File: config.mk
export PLATFORM = sky130hd
export DESIGN_NAME = pbus_wr_engine
export DESIGN_NICKNAME = d
export VERILOG_FILES = /design/src/rtl/pbus_wr_pkg.sv /design/src/rtl/pbus_phase_timer.sv /design/src/rtl/pbus_pin_drive.sv /design/src/rtl/pbus_wr_engine.sv
export SDC_FILE = /design/constraint.sdc
export NUM_CORES = 1
export LEC_CHECK = 0
export ABC_AREA = 0
export BUFFER_PORTS_ARGS = -buffer_cell sky130_fd_sc_hd__buf_2
export CORE_UTILIZATION = 51
export CTS_CLUSTER_SIZE = 25
export DETAILED_ROUTE_END_ITERATION = 10
export HOLD_SLACK_MARGIN = 0.03
export PLACE_DENSITY = 0.84
export SYNTH_ARGS = -nofsm -noshare
export SYNTH_HDL_FRONTEND = slang
export SYNTH_SLANG_ARGS = --single-unit
export TNS_END_PERCENT = 20
File: constraint.sdc
create_clock -name clk -period 2.3 [get_ports clk]
set_clock_uncertainty 0.15 [all_clocks]
set_input_delay 0.115 -clock clk [delete_from_list [all_inputs] [get_ports clk]]
set_output_delay 0.115 -clock clk [all_outputs]
set_load 0.005 [all_outputs]
File: src/rtl/pbus_wr_pkg.sv
package pbus_wr_pkg;

    typedef enum logic [1:0] {
        ST_IDLE,
        ST_ADDR_SETUP,
        ST_STROBE_LOW,
        ST_STROBE_HIGH
    } wr_state_e;

    function automatic int max2(input int a, input int b);
        return (a > b) ? a : b;
    endfunction

endpackage

File: src/rtl/pbus_phase_timer.sv
module pbus_phase_timer #(
    parameter int CW = 5
) (
    input  logic          clk,
    input  logic          rst_n,
    input  logic          load,
    input  logic [CW-1:0] load_val,
    output logic          done
);
    logic [CW-1:0] cnt;

    always_ff @(posedge clk or negedge rst_n) begin
        if (!rst_n) begin
            cnt <= '0;
        end else if (load) begin
            cnt <= load_val;
        end else if (cnt != '0) begin
            cnt <= cnt - 1'b1;
        end
    end

    assign done = (cnt == '0);

endmodule

File: src/rtl/pbus_pin_drive.sv
module pbus_pin_drive #(
    parameter int DW = 8
) (
    input  logic        clk,
    input  logic        rst_n,
    input  logic        csb_nx,
    input  logic        rs_nx,
    input  logic        wrb_nx,
    input  logic [DW:0] d_nx,
    output logic        csb,
    output logic        rs,
    output logic        wrb,
    output logic        rdb,
    output logic [DW:0] d
);
    always_ff @(posedge clk or negedge rst_n) begin
        if (!rst_n) begin
            csb <= 1'b1;
            rs  <= 1'b0;
            wrb <= 1'b1;
            d   <= '0;
        end else begin
            csb <= csb_nx;
            rs  <= rs_nx;
            wrb <= wrb_nx;
            d   <= d_nx;
        end
    end

    assign rdb = 1'b1;


    strobe_needs_select_chk: assert property (@(posedge clk) disable iff (!rst_n)
        !wrb |-> !csb);

endmodule

File: src/rtl/pbus_wr_engine.sv
module pbus_wr_engine #(
    parameter int BYTE_W  = 8,
    parameter int AS_CLK  = 1,
    parameter int AH_CLK  = 1,
    parameter int WL_CLK  = 9,
    parameter int WH_CLK  = 9,
    parameter int DS_CLK  = 6,
    parameter int DH_CLK  = 2,
    parameter int CYC_CLK = 20
) (
    input  logic              clk,
    input  logic              rst_n,
    input  logic              in_valid,
    output logic              in_ready,
    input  logic [BYTE_W-1:0] in_byte,
    input  logic              in_is_data,
    output logic              idle,
    output logic              bus_csb,
    output logic              bus_rs,
    output logic              bus_wrb,
    output logic              bus_rdb,
    output logic [BYTE_W:0]   bus_d
);
    import pbus_wr_pkg::*;

    localparam int SETUP_LEN = pbus_wr_pkg::max2(AS_CLK, 1);
    localparam int LO_LEN    = pbus_wr_pkg::max2(pbus_wr_pkg::max2(WL_CLK, DS_CLK - SETUP_LEN), 1);
    localparam int HI_LEN    = pbus_wr_pkg::max2(
                                   pbus_wr_pkg::max2(WH_CLK, DH_CLK),
                                   pbus_wr_pkg::max2(pbus_wr_pkg::max2(AH_CLK, 1),
                                                     CYC_CLK - SETUP_LEN - LO_LEN));
    localparam int MAX_LEN   = pbus_wr_pkg::max2(SETUP_LEN, pbus_wr_pkg::max2(LO_LEN, HI_LEN));
    localparam int CW        = $clog2(MAX_LEN + 1) + 1;

    wr_state_e     state, state_nx;
    logic          accept;
    logic          phase_done;
    logic          tmr_load;
    logic [CW-1:0] tmr_val;

    logic              csb_nx, rs_nx, wrb_nx;
    logic [BYTE_W:0]   d_nx;

    assign in_ready = (state == ST_IDLE) || ((state == ST_STROBE_HIGH) && phase_done);
    assign accept   = in_valid && in_ready;
    assign idle     = (state == ST_IDLE);

    // state register
    always_ff @(posedge clk or negedge rst_n) begin
        if (!rst_n) begin
            state <= ST_IDLE;
        end else begin
            state <= state_nx;
        end
    end

    // transitions
    always_comb begin
        state_nx = state;
        unique case (state)
            ST_IDLE:        if (accept)     state_nx = ST_ADDR_SETUP;
            ST_ADDR_SETUP:  if (phase_done) state_nx = ST_STROBE_LOW;
            ST_STROBE_LOW:  if (phase_done) state_nx = ST_STROBE_HIGH;
            ST_STROBE_HIGH: if (phase_done) state_nx = accept ? ST_ADDR_SETUP : ST_IDLE;
        endcase
    end

    // phase length for the state being entered
    always_comb begin
        tmr_load = (state_nx != state);
        unique case (state_nx)
            ST_ADDR_SETUP:  tmr_val = CW'(SETUP_LEN - 1);
            ST_STROBE_LOW:  tmr_val = CW'(LO_LEN - 1);
            ST_STROBE_HIGH: tmr_val = CW'(HI_LEN - 1);
            default:        tmr_val = '0;
        endcase
    end

    pbus_phase_timer #(.CW(CW)) u_timer (
        .clk      (clk),
        .rst_n    (rst_n),
        .load     (tmr_load),
        .load_val (tmr_val),
        .done     (phase_done)
    );

    // outputs: next pin values
    always_comb begin
        csb_nx = bus_csb;
        rs_nx  = bus_rs;
        wrb_nx = bus_wrb;
        d_nx   = bus_d;
        if (accept) begin
            csb_nx = 1'b0;
            rs_nx  = in_is_data;
            wrb_nx = 1'b1;
            d_nx   = {in_byte, 1'b0};
        end else begin
            unique case (state)
                ST_IDLE:        csb_nx = 1'b1;
                ST_ADDR_SETUP:  if (phase_done) wrb_nx = 1'b0;
                ST_STROBE_LOW:  if (phase_done) wrb_nx = 1'b1;
                ST_STROBE_HIGH: if (phase_done) csb_nx = 1'b1;
            endcase
        end
    end

    pbus_pin_drive #(.DW(BYTE_W)) u_pins (
        .clk    (clk),
        .rst_n  (rst_n),
        .csb_nx (csb_nx),
        .rs_nx  (rs_nx),
        .wrb_nx (wrb_nx),
        .d_nx   (d_nx),
        .csb    (bus_csb),
        .rs     (bus_rs),
        .wrb    (bus_wrb),
        .rdb    (bus_rdb),
        .d      (bus_d)
    );

    // checker: consecutive low clocks of the strobe
    logic [CW:0] lo_run;
    always_ff @(posedge clk or negedge rst_n) begin
        if (!rst_n) begin
            lo_run <= '0;
        end else if (!bus_wrb) begin
            lo_run <= lo_run + 1'b1;
        end else begin
            lo_run <= '0;
        end
    end


    strobe_low_width_chk: assert property (@(posedge clk) disable iff (!rst_n)
        $rose(bus_wrb) |-> (lo_run == (CW+1)'(LO_LEN)));


    data_stable_in_strobe_chk: assert property (@(posedge clk) disable iff (!rst_n)
        !bus_wrb |=> ($stable(bus_d) && $stable(bus_rs)));


    busy_not_ready_chk: assert property (@(posedge clk) disable iff (!rst_n)
        !bus_wrb |-> !in_ready);


    select_held_after_strobe_chk: assert property (@(posedge clk) disable iff (!rst_n)
        !bus_wrb |=> !bus_csb);


    idle_bus_quiet_chk: assert property (@(posedge clk) disable iff (!rst_n)
        idle |-> (bus_csb && bus_wrb));


    select_rise_only_idle_chk: assert property (@(posedge clk) disable iff (!rst_n)
        $rose(bus_csb) |-> idle);

endmodule

* Word level (Yosys, flattened, before mapping)
Index checks and enable logic that the tools add are counted.
Word-level totals: register bits after elaboration 18, logic and storage cells 42
Cells by class: add/subtract/negate cells 1, equality and inequality tests 9, muxes and demuxes 15, reductions and logical operators 11
Operator list (number):
- 5-bit two-way mux | 2
- 3-bit inequality test (second input constant) | 3
- 2-bit == test (second input constant) | 4
- 2-bit two-way mux | 4
- 2-bit one-hot mux with 4 select lines | 1
- 4-bit one-hot mux with 2 select lines | 1
- 3-bit nonzero test | 2
- 5-bit logical NOT | 1
- 1-bit two-way mux | 5
- 5-bit nonzero test | 1
- 5-bit by 1-bit subtractor with 5-bit output (second input constant) | 1
- 1-bit one-hot mux with 2 select lines | 2
- 3-bit AND reduction | 1
- 2-bit by 1-bit == test with 1-bit output (second input constant) | 1
- 1-bit logical AND | 2
- 2-bit logical NOT | 1
- 2-bit inequality test | 1
- 2-bit AND reduction | 1
- 2-bit nonzero test | 1
- 1-bit logical OR | 1

* Longest topological paths before layout
Gate-level depths: netlist of run 1.
word-level depth 10, depth in mapped cells 6, gate-level depth less buffers 5

* Hierarchy
A second synthesis of run 1 with hierarchy kept.
Second synthesis, totals: cell total of the unflattened synthesis 114, area total of the unflattened synthesis 1027.2 µm²
By module, submodules not included:
- pbus_wr_engine | times used 1, cells an instance 73, area an instance 434.2 µm², sequential area each 50.0 µm²
- pbus_pin_drive | times used 1, cells an instance 14, area an instance 314.1 µm², sequential area each 302.8 µm²
- pbus_phase_timer | times used 1, cells an instance 27, area an instance 279.0 µm², sequential area each 125.1 µm²

* Least setup slack after synthesis of run 1
Ideal clock, no wire load.
kind register -> register, start reg u_timer.cnt[0], end reg u_pins.d[1], arrival time 1.502 ns, slack 0.498 ns, stages on the path, launching flop included 7, clock period less this slack 1.802 ns, path through dfrtp_1 inv_1 ha_1 or4b_1 buf_2 o21ai_4 a41oi_1
On the way: word-level cells in the longest chain between the ends 4
RTL lines:
- from (decl) | RTL line pbus_phase_timer.sv:10 | logic [CW-1:0] cnt;
- from (signal assigned) | RTL line pbus_phase_timer.sv:16 | cnt <= load_val;
- from (signal assigned) | RTL line pbus_phase_timer.sv:18 | cnt <= cnt - 1'b1;
- 5-bit logical NOT | RTL line pbus_phase_timer.sv:22 | assign done = (cnt == '0);
- 1-bit logical AND | RTL line pbus_wr_engine.sv:44 | assign in_ready = (state == ST_IDLE) || ((state == ST_STROBE_HIGH) && phase_done);
- 1-bit logical OR | RTL line pbus_wr_engine.sv:44
- 1-bit logical AND | RTL line pbus_wr_engine.sv:45 | assign accept = in_valid && in_ready;
- to (signal assigned) | RTL line pbus_pin_drive.sv:26 | d <= d_nx;
- to (decl) | RTL line pbus_pin_drive.sv:14 | output logic [DW:0] d
No other way between the ends. A chain may end at the register's enable or synchronous reset.

* Worst setup path in the final report of run 1
start reg u_timer.cnt[0], end reg u_pins.d[5]
Same word-level chain as after synthesis.

==> PnR_summary.wiki, run 1 <==
{| class="wikitable"
! Metric !! Value
|-
| Worst endpoint required time || 2.32 ns
|-
| Detail-routed via count per cell || 5.81
|-
| Post-layout minimum cycle time || 2.02 ns
|-
| Die ar. || 2170 um^2
|-
| Post-synthesis cell count || 100
|-
| Power density cells || 1280 nW/um^2
|-
| Number of cell rows || 15
|-
| Number of pins exceeding their max-slew limit in the final report || 0
|-
| Min-Delay Startpoint || in_valid
|-
| Antenna violations before repair || 0
|-
| Core region area || 1800 um^2
|-
| Layout Area Growth over Synthesis || 26.0%
|-
| Count of placed standard cells including taps || 142
|-
| Overall power of the completed layout || 1640 uW
|-
| Library cell occupying the most area in the post-synthesis netlist || sky130_fd_sc_hd__dfrtp_1
|-
| Hold crit path type || in -> reg
|-
| Remaining design rule violation count || 0
|-
| Max frequency || 0.495 GHz
|-
| Routability Congestion || 0.800
|-
| Final std cells w/o fill || 156
|-
| Most instantiated cells after synthesis || sky130_fd_sc_hd__dfrtp_1 (16), sky130_fd_sc_hd__inv_1 (14), sky130_fd_sc_hd__a311oi_1 (10)
|-
| Period Utilization, post-route || 87.8%
|-
| Final-report hold violation count || 0
|-
| DP HPWL || 1530 um
|-
| Most frequently used flop master after synthesis || sky130_fd_sc_hd__dfrtp_1
|-
| TritonCTS clock tree || yes
|-
| Routed wirelength normalized by instance count || 14.9 um
|-
| # nets final || 146
|-
| Detail Route Antenna Nets || 0
|-
| Number of global-route vias before repair || 851
|-
| Cells taking the most area after synthesis || sky130_fd_sc_hd__dfrtp_1 (40%), sky130_fd_sc_hd__a311oi_1 (8.6%), sky130_fd_sc_hd__a41oi_1 (7.8%)
|-
| Largest buffer count on any clock path || 2
|-
| Setup TNS Final || 0 ns
|-
| Reg-to-Reg End || u_pins.d[5]$_DFFE_PN0N_
|-
| Total of flip-flops plus latches after synthesis || 18
|-
| Start-to-end type of the worst setup path || reg -> reg
|-
| Share of cells above drive strength 1 || 28.2%
|-
| R2R depth || 5
|-
| Overall overflow remaining after global route || 0
|-
| Setup repair after global routing missed its margin || false
|-
| Final Hold Slack || 0.0655 ns
|-
| Number of cells upsized or downsized after cts || 0
|-
| Reported max-cap violation count || 0
|-
| Clock Tree Root || sky130_fd_sc_hd__clkbuf_4
|-
| Proportion of netlist area held by the largest area contributor || 39.5%
|-
| Sequential area share after synthesis || 44.7%
|-
| Number of placed I/O pins || 27
|-
| H-Tree Level Count || 1
|-
| Buffers on Ports || 24
|-
| Number of CTS-inserted buffers || 3
|-
| Transition time of the tightest slew-check pin || 0.525 ns
|-
| Static leakage || 0.000597 uW
|-
| Worst-path maximum fanout || 9
|-
| Source-to-sink clock delay at the later pin of the worst-skew pair || 0.30 ns
|-
| Mean Syn Cell Area || 10.1 um^2
|-
| Fill cell instance count of the final layout || 138
|-
| Worst Hold Path EP || u_pins.d[1]$_DFFE_PN0N_
|-
| Via count || 906
|-
| Ys Warns || 0
|-
| Nature of the critical path endpoint || flop
|-
| Final setup violation count || 0
|-
| Headroom to the max-slew limit || 65.0%
|-
| First-pass GRT wire length || 3840 um
|-
| Detailed router's first-iteration violation count || 34
|-
| Worst reg2reg path startpoint || u_timer.cnt[0]$_DFFE_PN0P_
|-
| Most common cell in the netlist || sky130_fd_sc_hd__dfrtp_1
|-
| Die boundary height || 46.6 um
|-
| Number of stages on the worst hold path || 2
|-
| Result of the run || complete, no violations
|-
| Final instance area || 1280 um^2
|-
| Syn Std Cell Area || 1010 um^2
|-
| Flop-to-flop setup slack || 0.28 ns
|-
| Overall track demand over capacity in global routing || 25.4%
|-
| Placed Instance Area || 1140 um^2
|-
| N_diodes || 0
|-
| Horiz. Die Dim || 46.6 um
|-
| DRT Pass-1 Iters || 4
|-
| Maximum number of pins on one net before global-route repair || 19
|-
| CTS Sinks || 18
|-
| Maximum resistive drop on vdd || 930 uV
|-
| Total wire length || 2320 um
|-
| CP startpoint kind || flop
|-
| Critical path arrival || 2.04 ns
|-
| Share of async-settable or async-resettable flops after synthesis || 100%
|-
| Starting Density || 56.3%
|-
| Number of enable-type register cells in the synthesized netlist || 0
|-
| Net Count, Synth || 114
|-
| Number of distinct standard cells referenced by the synthesized netlist || 34
|-
| Clock transition at path regs || 0.11 ns
|}
[worst max-delay path, stage by stage, from the launching register on]
cell and delay [ns]:
sky130_fd_sc_hd__dfrtp_1 0.42, sky130_fd_sc_hd__inv_1 0.11, sky130_fd_sc_hd__ha_1 0.18, sky130_fd_sc_hd__or4b_1 0.57, sky130_fd_sc_hd__o21ai_4 0.31, sky130_fd_sc_hd__a41oi_1 0.16
[layer usage]
layer / part of all wire (%) / global-route usage [%]
met2: 51 / 41.7
met4: 1.3 / 8.24
met5: 0 / 0
met3: 5.6 / 6.27
met1: 42 / 32.4
[cell families after synthesis]
kind of cell,count (synthesis),synth area share (%)
xor+xnor,4,3.46
buf+inv,25,10.5
simple gates,18,12.2
fa+ha+maj,2,2.47
flops,18,44.7
compound gates,31,25.9
other cells,2,0.741
[area by class of cell]
cell class                      instances  area, um^2  share of cell area (%)
Timing Repair Buffer                   38         250                    19.6
Sequential cell                        18         453                    35.5
Multi-Input combinational cell         57         454                    35.6
Inverter                               14        52.6                    4.11
Tap cell                               25        31.3                    2.45
Clock buffer                            4        36.3                    2.84
[report_power, final]
part / switching (uW) / total (uW) / internal, uW / leakage (uW)
combinational: 380 / 765 / 386 / 0.000371
clock: 104 / 201 / 96.6 / 0.0000210
sequential: 179 / 669 / 490 / 0.000205
[placed cells by master (no fill, tap or decap), types with 3 or more instances in the layout]
cell / netlist / final
sky130_fd_sc_hd__a311oi_1: 10 / 10
sky130_fd_sc_hd__a41oi_1: 9 / 9
sky130_fd_sc_hd__buf_2: 4 / 24
sky130_fd_sc_hd__buf_4: 2 / 4
sky130_fd_sc_hd__clkbuf_4: 0 / 3
sky130_fd_sc_hd__dfrtp_1: 16 / 16
sky130_fd_sc_hd__dlygate4sd3_1: 0 / 10
sky130_fd_sc_hd__inv_1: 14 / 14
sky130_fd_sc_hd__nor3_1: 4 / 4
sky130_fd_sc_hd__xnor2_1: 3 / 3
[timing repair]
action | CTS | global route
hold buffers | 10 | 0
hold endpoints to repair | 27 | 0
buffers inserted | 0 | 0
[registers in the layout, indices dropped and copies added (netlist names)]
name         cells
state            2
u_pins.csb       1
u_pins.d         8
u_pins.rs        1
u_pins.wrb       1
u_timer.cnt      5
[per-stage QoR]
| step | setup WS (ns) | utilization, % |
|---|---|---|
| floorplan | 0.498 | - |
| CTS | 0.281 | 70.9 |
| finish | 0.280 | 70.9 |
| global route | 0.141 | 70.9 |
| global placement | 0.380 | 63.3 |
| detailed placement | 0.305 | 63.3 |
[how the worst max path moves through the flow]
stage,startpoint,endpoint,slack (ns)
finish,u_timer.cnt[0]$_DFFE_PN0P_,u_pins.d[5]$_DFFE_PN0N_,0.28
global route,u_timer.cnt[0]$_DFFE_PN0P_,u_pins.rs$_DFFE_PN0N_,0.14
CTS,u_timer.cnt[0]$_DFFE_PN0P_,u_pins.d[2]$_DFFE_PN0N_,0.28
detailed placement,u_timer.cnt[0]$_DFFE_PN0P_,u_pins.d[5]$_DFFE_PN0N_,0.31
global placement,u_timer.cnt[0]$_DFFE_PN0P_,u_pins.d[5]$_DFFE_PN0N_,0.38
floorplan,u_timer.cnt[0]$_DFFE_PN0P_,u_pins.d[1]$_DFFE_PN0N_,0.50
No activity file was read; power rests on OpenSTA's default activity.
==> inputs of run 2 (changes only) <==
Settings changed: ABC_AREA 0 to 1, CORE_ASPECT_RATIO from default to 0.7, CORE_UTILIZATION 51 to 50, PLACE_DENSITY 0.84 to 0.83.
==> PnR_summary.wiki, run 2 <==
{| class="wikitable"
! Metric !! Value
|-
| Commonest non-fill, non-tap cell in the layout || sky130_fd_sc_hd__nand2_1
|-
| Setup Fix Bufs, Post-CTS || 0
|-
| Number of cell rows || 12
|-
| Starting Density || 56.5%
|-
| R2R depth || 9
|-
| Routed wirelength normalized by instance count || 13.1 um
|-
| Overall power of the completed layout || 1590 uW
|-
| Source-to-sink clock delay at the later pin of the worst-skew pair || 0.30 ns
|-
| CP startpoint kind || flop
|-
| # nets final || 166
|-
| Cells along the critical path || inv_1 -> ha_1 -> nand2_1 -> nor2_4 -> nand2_2 -> nand2_2 -> nand3_1 -> dlygate4sd3_1 -> nand2_1
|-
| Post-synthesis cell count || 112
|-
| Number of cells upsized or downsized after cts || 0
|-
| H-Tree Level Count || 1
|-
| Syn Std Cell Area || 941 um^2
|-
| Detail-routed via count per cell || 5.26
|-
| Detailed router's first-iteration violation count || 19
|-
| First-pass GRT wire length || 3580 um
|-
| Worst Hold Path EP || u_pins.d[4]$_DFFE_PN0N_
|-
| N_diodes || 0
|-
| Worst-path maximum fanout || 11
|-
| Final setup violation count || 0
|-
| Number of distinct standard cells referenced by the synthesized netlist || 21
|-
| TritonCTS clock tree || yes
|-
| Clock transition at path regs || 0.10 ns
|-
| Total of flip-flops plus latches after synthesis || 18
|-
| CTS Sinks || 18
|-
| Count of placed standard cells including taps || 152
|-
| Reg-to-Reg End || u_pins.d[8]$_DFFE_PN0N_
|-
| Period Utilization, post-route || 95.0%
|-
| Ys Warns || 0
|-
| Maximum number of pins on one net before global-route repair || 19
|-
| Result of the run || complete, no violations
|-
| Setup TNS Final || 0 ns
|-
| Routability Congestion || 0.845
|-
| Most frequent cells in the layout || sky130_fd_sc_hd__nand2_1 (25), sky130_fd_sc_hd__buf_2 (24), sky130_fd_sc_hd__nand3_1 (16), sky130_fd_sc_hd__dlygate4sd3_1 (16), sky130_fd_sc_hd__dfrtp_1 (16)
|-
| Min-Delay Startpoint || in_valid
|-
| Antenna violations before repair || 0
|-
| Layout Area Growth over Synthesis || 31.9%
|-
| Clock Tree Root || sky130_fd_sc_hd__clkbuf_4
|-
| Number of global-route vias before repair || 834
|-
| Start-to-end type of the worst setup path || reg -> reg
|-
| Max incr delay on CP || 0.57 ns
|-
| Power density cells || 1280 nW/um^2
|-
| Mean Syn Cell Area || 8.40 um^2
|-
| Number of pins exceeding their max-slew limit in the final report || 0
|-
| Max FFs per register || 8
|-
| Number of placed I/O pins || 27
|-
| DRT Pass-1 Iters || 4
|-
| Largest Register || u_pins.d
|-
| Share of async-settable or async-resettable flops after synthesis || 100%
|-
| Buffers on Ports || 24
|-
| Final-report hold violation count || 0
|-
| Net Count, Synth || 126
|-
| Post-route core utilization || 74.5%
|-
| Proportion of netlist area held by the largest area contributor || 42.6%
|-
| Number of CTS-inserted buffers || 3
|-
| Sequential area share after synthesis || 48.1%
|-
| Remaining design rule violation count || 0
|-
| Core region area || 1670 um^2
|-
| Cells taking the most area after synthesis || sky130_fd_sc_hd__dfrtp_1 (43%), sky130_fd_sc_hd__nand2_1 (10%), sky130_fd_sc_hd__nand3_1 (8.5%)
|-
| Maximum resistive drop on vdd || 832 uV
|-
| Share of cells above drive strength 1 || 35.8%
|-
| Overall track demand over capacity in global routing || 26.2%
|-
| Library cell occupying the most area in the post-synthesis netlist || sky130_fd_sc_hd__dfrtp_1
|-
| Biggest regs || u_pins.d (8), u_timer.cnt (5), state (2)
|-
| Most common cell in the netlist || sky130_fd_sc_hd__nand2_1
|-
| Worst reg2reg path startpoint || u_timer.cnt[0]$_DFFE_PN0P_
|-
| Total wire length || 2250 um
|-
| Critical path arrival || 2.28 ns
|-
| Via count || 905
|-
| Number of enable-type register cells in the synthesized netlist || 0
|-
| Slowest stage cell on the critical path || sky130_fd_sc_hd__dlygate4sd3_1
|-
| Nature of the critical path endpoint || flop
|-
| Reported max-cap violation count || 0
|-
| Flop-to-flop setup slack || 0.11 ns
|-
| Number of stages on the worst hold path || 3
|-
| Die ar. || 2060 um^2
|-
| Final setup margin || 0.114 ns
|-
| Detail Route Antenna Nets || 0
|-
| Post-layout minimum cycle time || 2.19 ns
|-
| Horiz. Die Dim || 53.9 um
|-
| Most frequently used flop master after synthesis || sky130_fd_sc_hd__dfrtp_1
|-
| DP HPWL || 1520 um
|-
| Final std cells w/o fill || 172
|-
| Max frequency || 0.457 GHz
|-
| Most instantiated cells after synthesis || sky130_fd_sc_hd__nand2_1 (25), sky130_fd_sc_hd__dfrtp_1 (16), sky130_fd_sc_hd__nand3_1 (16)
|-
| Crit path launch || u_timer.cnt[0]$_DFFE_PN0P_
|-
| Overall overflow remaining after global route || 0
|-
| Largest buffer count on any clock path || 2
|-
| Setup repair after global routing missed its margin || false
|-
| Post-placement setup slack || 0.507 ns
|-
| Static leakage || 0.000634 uW
|-
| Die boundary height || 38.3 um
|-
| Hold crit path type || in -> reg
|-
| Worst endpoint required time || 2.39 ns
|}
[run 2: cell count changes after synthesis, moves of 3 or more]
cell and delta:
sky130_fd_sc_hd__nor2_2 +4, sky130_fd_sc_hd__nand2_2 +12, sky130_fd_sc_hd__a41oi_1 -9, sky130_fd_sc_hd__inv_1 -10, sky130_fd_sc_hd__clkbuf_1 -3, sky130_fd_sc_hd__nand3_1 +15, sky130_fd_sc_hd__buf_2 -3, sky130_fd_sc_hd__nor2_1 +3
sky130_fd_sc_hd__inv_2 +5, sky130_fd_sc_hd__xnor2_1 -3, sky130_fd_sc_hd__a311oi_1 -10, sky130_fd_sc_hd__nor3_1 -4, sky130_fd_sc_hd__nand2_1 +24, sky130_fd_sc_hd__o21ai_0 +4
[run 2: repair_timing]
| action | CTS | global route |
|---|---|---|
| endpoints found under the setup margin | 0 | 0 |
| hold buffers | 16 | 0 |
| endpoints found under the hold margin | 27 | 0 |
[run 2: metal layers]
layer  vias up  track usage, %  routed length (um)
li1        435               -                   -
met1       426            30.3                 959
met2        38            44.1                1140
met3         6            8.73                 119
met4         0            11.2                  32
met5         -               0                   0
[run 2: report_power, final]
part	switching (uW)	total (uW)	internal, uW
combinational	475	800	325
clock	100	197	96.7
sequential	119	597	478
total	695	1590	900
[run 2: kinds of logic after synthesis]
logic type                 after synthesis  share of synthesized area [%]
buffers and inverters                   14                           8.11
and+or+nand+nor                         65                           34.0
other                                    2                          0.798
DFF                                     18                           48.1
adders and majority gates                2                           2.66
AOI/OAI and AO/OA                       11                           6.25
[run 2: worst max-delay path, delay by kind of cell (launching register included)]
family / cells / cell delay [ns]
adder cells (fa/ha/maj): 1 / 0.19
buffers and inverters: 2 / 0.69
flip-flops: 1 / 0.39
AND/OR/NAND/NOR: 6 / 0.72
[run 2: cell type report]
class / count / area, um^2
fillers: 113 / 425
inverters: 9 / 33.8
multi-input cells: 80 / 412
flip-flops and latches: 18 / 453
well taps: 21 / 26.3
clock buffers: 4 / 36.3
repair buffers: 40 / 280
[run 2: stage by stage]
| step | area, um^2 | hold slack, ns |
|---|---|---|
| after global routing | 1240 | 0.0576 |
| after global placement | 1040 | -0.0879 |
| after CTS | 1240 | 0.0323 |
| after detailed placement | 1040 | -0.0781 |
| after floorplan | 941 | -0.331 |
| final | 1240 | 0.0330 |
[run 2: worst max path at each step]
stage / end / slack, ns / cells after the start
floorplan: u_pins.d[1]$_DFFE_PN0N_ / 0.80 / 10
global placement: u_pins.d[7]$_DFFE_PN0N_ / 0.63 / 9
detailed placement: u_pins.d[3]$_DFFE_PN0N_ / 0.51 / 9
CTS: u_pins.d[8]$_DFFE_PN0N_ / 0.15 / 9
global route: u_pins.rs$_DFFE_PN0N_ / 0.01 / 9
finish: u_pins.d[8]$_DFFE_PN0N_ / 0.11 / 9
==> inputs of run 3 (changes only) <==
Settings changed: ABC_AREA 1 to default, CORE_UTILIZATION 50 to 51, PLACE_DENSITY 0.83 to 0.84.
==> PnR_summary.wiki, run 3 (synthesis gave the netlist of run 1 again) <==
{| class="wikitable"
! Metric !! Value
|-
| Die ar. || 2170 um^2
|-
| Transition time of the tightest slew-check pin || 0.537 ns
|-
| Clock Tree Root || sky130_fd_sc_hd__clkbuf_4
|-
| Final setup violation count || 0
|-
| Nature of the critical path endpoint || flop
|-
| Commonest non-fill, non-tap cell in the layout || sky130_fd_sc_hd__buf_2
|-
| Buffer and inverter count on the worst path || 1
|-
| Largest Register || u_pins.d
|-
| Overall power of the completed layout || 1660 uW
|-
| Maximum resistive drop on vdd || 926 uV
|-
| Setup TNS Final || 0 ns
|-
| DP HPWL || 1740 um
|-
| Number of placed I/O pins || 27
|-
| Detailed router's first-iteration violation count || 37
|-
| CP startpoint kind || flop
|-
| Detail-routed via count per cell || 5.90
|-
| Routed wirelength normalized by instance count || 16.8 um
|-
| Via count || 903
|-
| # nets final || 146
|-
| Period Utilization, post-route || 88.7%
|-
| Hold crit path type || in -> reg
|-
| Start-to-end type of the worst setup path || reg -> reg
|-
| Die boundary height || 39.3 um
|-
| Maximum number of pins on one net before global-route repair || 19
|-
| Number of pins exceeding their max-slew limit in the final report || 0
|-
| Reported max-cap violation count || 0
|-
| Most frequent cells in the layout || sky130_fd_sc_hd__buf_2 (24), sky130_fd_sc_hd__dfrtp_1 (16), sky130_fd_sc_hd__inv_1 (14)
|-
| Routability Congestion || 0.949
|-
| Starting Density || 54.2%
|-
| Antenna violations before repair || 0
|-
| First-pass GRT wire length || 4130 um
|-
| Number of cells upsized or downsized after cts || 0
|-
| Power density cells || 1300 nW/um^2
|-
| Cells along the critical path || inv_1 -> ha_1 -> or4b_1 -> o21ai_4 -> a41oi_1
|-
| Buffers on Ports || 24
|-
| Setup repair after global routing missed its margin || false
|-
| Overall overflow remaining after global route || 0
|-
| Headroom to the max-slew limit || 64.2%
|-
| Slowest stage cell on the critical path || sky130_fd_sc_hd__or4b_1
|-
| Max FFs per register || 8
|-
| Biggest regs || u_pins.d (8), u_timer.cnt (5), state (2)
|-
| N_diodes || 0
|-
| Detail Route Antenna Nets || 0
|-
| Worst-path maximum fanout || 9
|-
| CTS Sinks || 18
|-
| Static leakage || 0.000597 uW
|-
| Source-to-sink clock delay at the later pin of the worst-skew pair || 0.31 ns
|-
| H-Tree Level Count || 1
|-
| Post-layout minimum cycle time || 2.04 ns
|-
| Horiz. Die Dim || 55.3 um
|-
| Worst endpoint required time || 2.31 ns
|-
| Number of cell rows || 13
|-
| Layout Area Growth over Synthesis || 25.7%
|-
| Clock transition at path regs || 0.11 ns
|-
| TritonCTS clock tree || yes
|-
| Number of global-route vias before repair || 833
|-
| Core region area || 1870 um^2
|-
| Number of CTS-inserted buffers || 3
|-
| Max frequency || 0.490 GHz
|-
| Cell family with most CP delay || simple AND/OR/NAND/NOR gates
|-
| Critical path arrival || 2.05 ns
|-
| Remaining design rule violation count || 0
|-
| DRT Pass-1 Iters || 4
|-
| Final-report hold violation count || 0
|-
| Total wire length || 2570 um
|-
| Max incr delay on CP || 0.57 ns
|-
| Overall track demand over capacity in global routing || 26.3%
|-
| Largest buffer count on any clock path || 2
|-
| Share of cells above drive strength 1 || 28.2%
|-
| Result of the run || complete, no violations
|}
run 3: worst paths after layout:
check                                            from                         end  slack [ns]  depth (start not counted)
max                        u_timer.cnt[0]$_DFFE_PN0P_     u_pins.d[8]$_DFFE_PN0N_        0.26                          5
min                                          in_valid     u_pins.d[4]$_DFFE_PN0N_        0.06                          2
max reg2reg                u_timer.cnt[0]$_DFFE_PN0P_     u_pins.d[8]$_DFFE_PN0N_        0.26                          5
min reg2reg                u_timer.cnt[0]$_DFFE_PN0P_  u_timer.cnt[0]$_DFFE_PN0P_        0.35                          1
max in group asynchronous                       rst_n      u_pins.wrb$_DFFE_PN1P_        1.57                          2
min in group asynchronous                       rst_n  u_timer.cnt[4]$_DFFE_PN0P_        0.10                          2
run 3: cell type report:
cell class	instances	area (um^2)
Clock buffer	4	36.3
Tap cell	22	27.5
Fill cell	148	597
Multi-Input combinational cell	57	454
Timing Repair Buffer	38	250
Inverter	14	52.6
Sequential cell	18	453
run 3: metal layers:
layer	wire length (um)	vias up	global-route usage, %
met5	0	-	0
met4	22	0	8.13
met3	161	4	8.25
met2	1260	35	43.4
met1	1130	438	33.8
li1	-	426	-
run 3: timing repair:
item / CTS / global route
setup buffers: 0 / 0
hold endpoints to repair: 27 / 0
hold buffers: 10 / 0
run 3: stage by stage:
step           area (um^2)  hold slack (ns)  instances  setup WS [ns]  utilization, %
2_1_floorplan         1010           -0.331        100          0.498               -
3_3_place_gp          1140          -0.0904        139          0.381            60.8
3_5_place_dp          1140          -0.0881        139          0.279            60.8
4_1_cts               1270           0.0601        153          0.275            68.1
5_1_grt               1270           0.0766        153          0.163            68.1
6_report              1270           0.0619        153          0.260            68.1
run 3: power breakdown:
| part | internal (uW) | switching, uW | total, uW |
|---|---|---|---|
| combinational | 386 | 400 | 785 |
| sequential | 490 | 186 | 676 |
| clock | 96.7 | 103 | 200 |
| total | 972 | 689 | 1660 |
run 3: worst register-to-register path: stages (launching register included):
cell                      delay (ns)
sky130_fd_sc_hd__dfrtp_1        0.40
sky130_fd_sc_hd__inv_1          0.11
sky130_fd_sc_hd__ha_1           0.18
sky130_fd_sc_hd__or4b_1         0.57
sky130_fd_sc_hd__o21ai_4        0.31
sky130_fd_sc_hd__a41oi_1        0.18
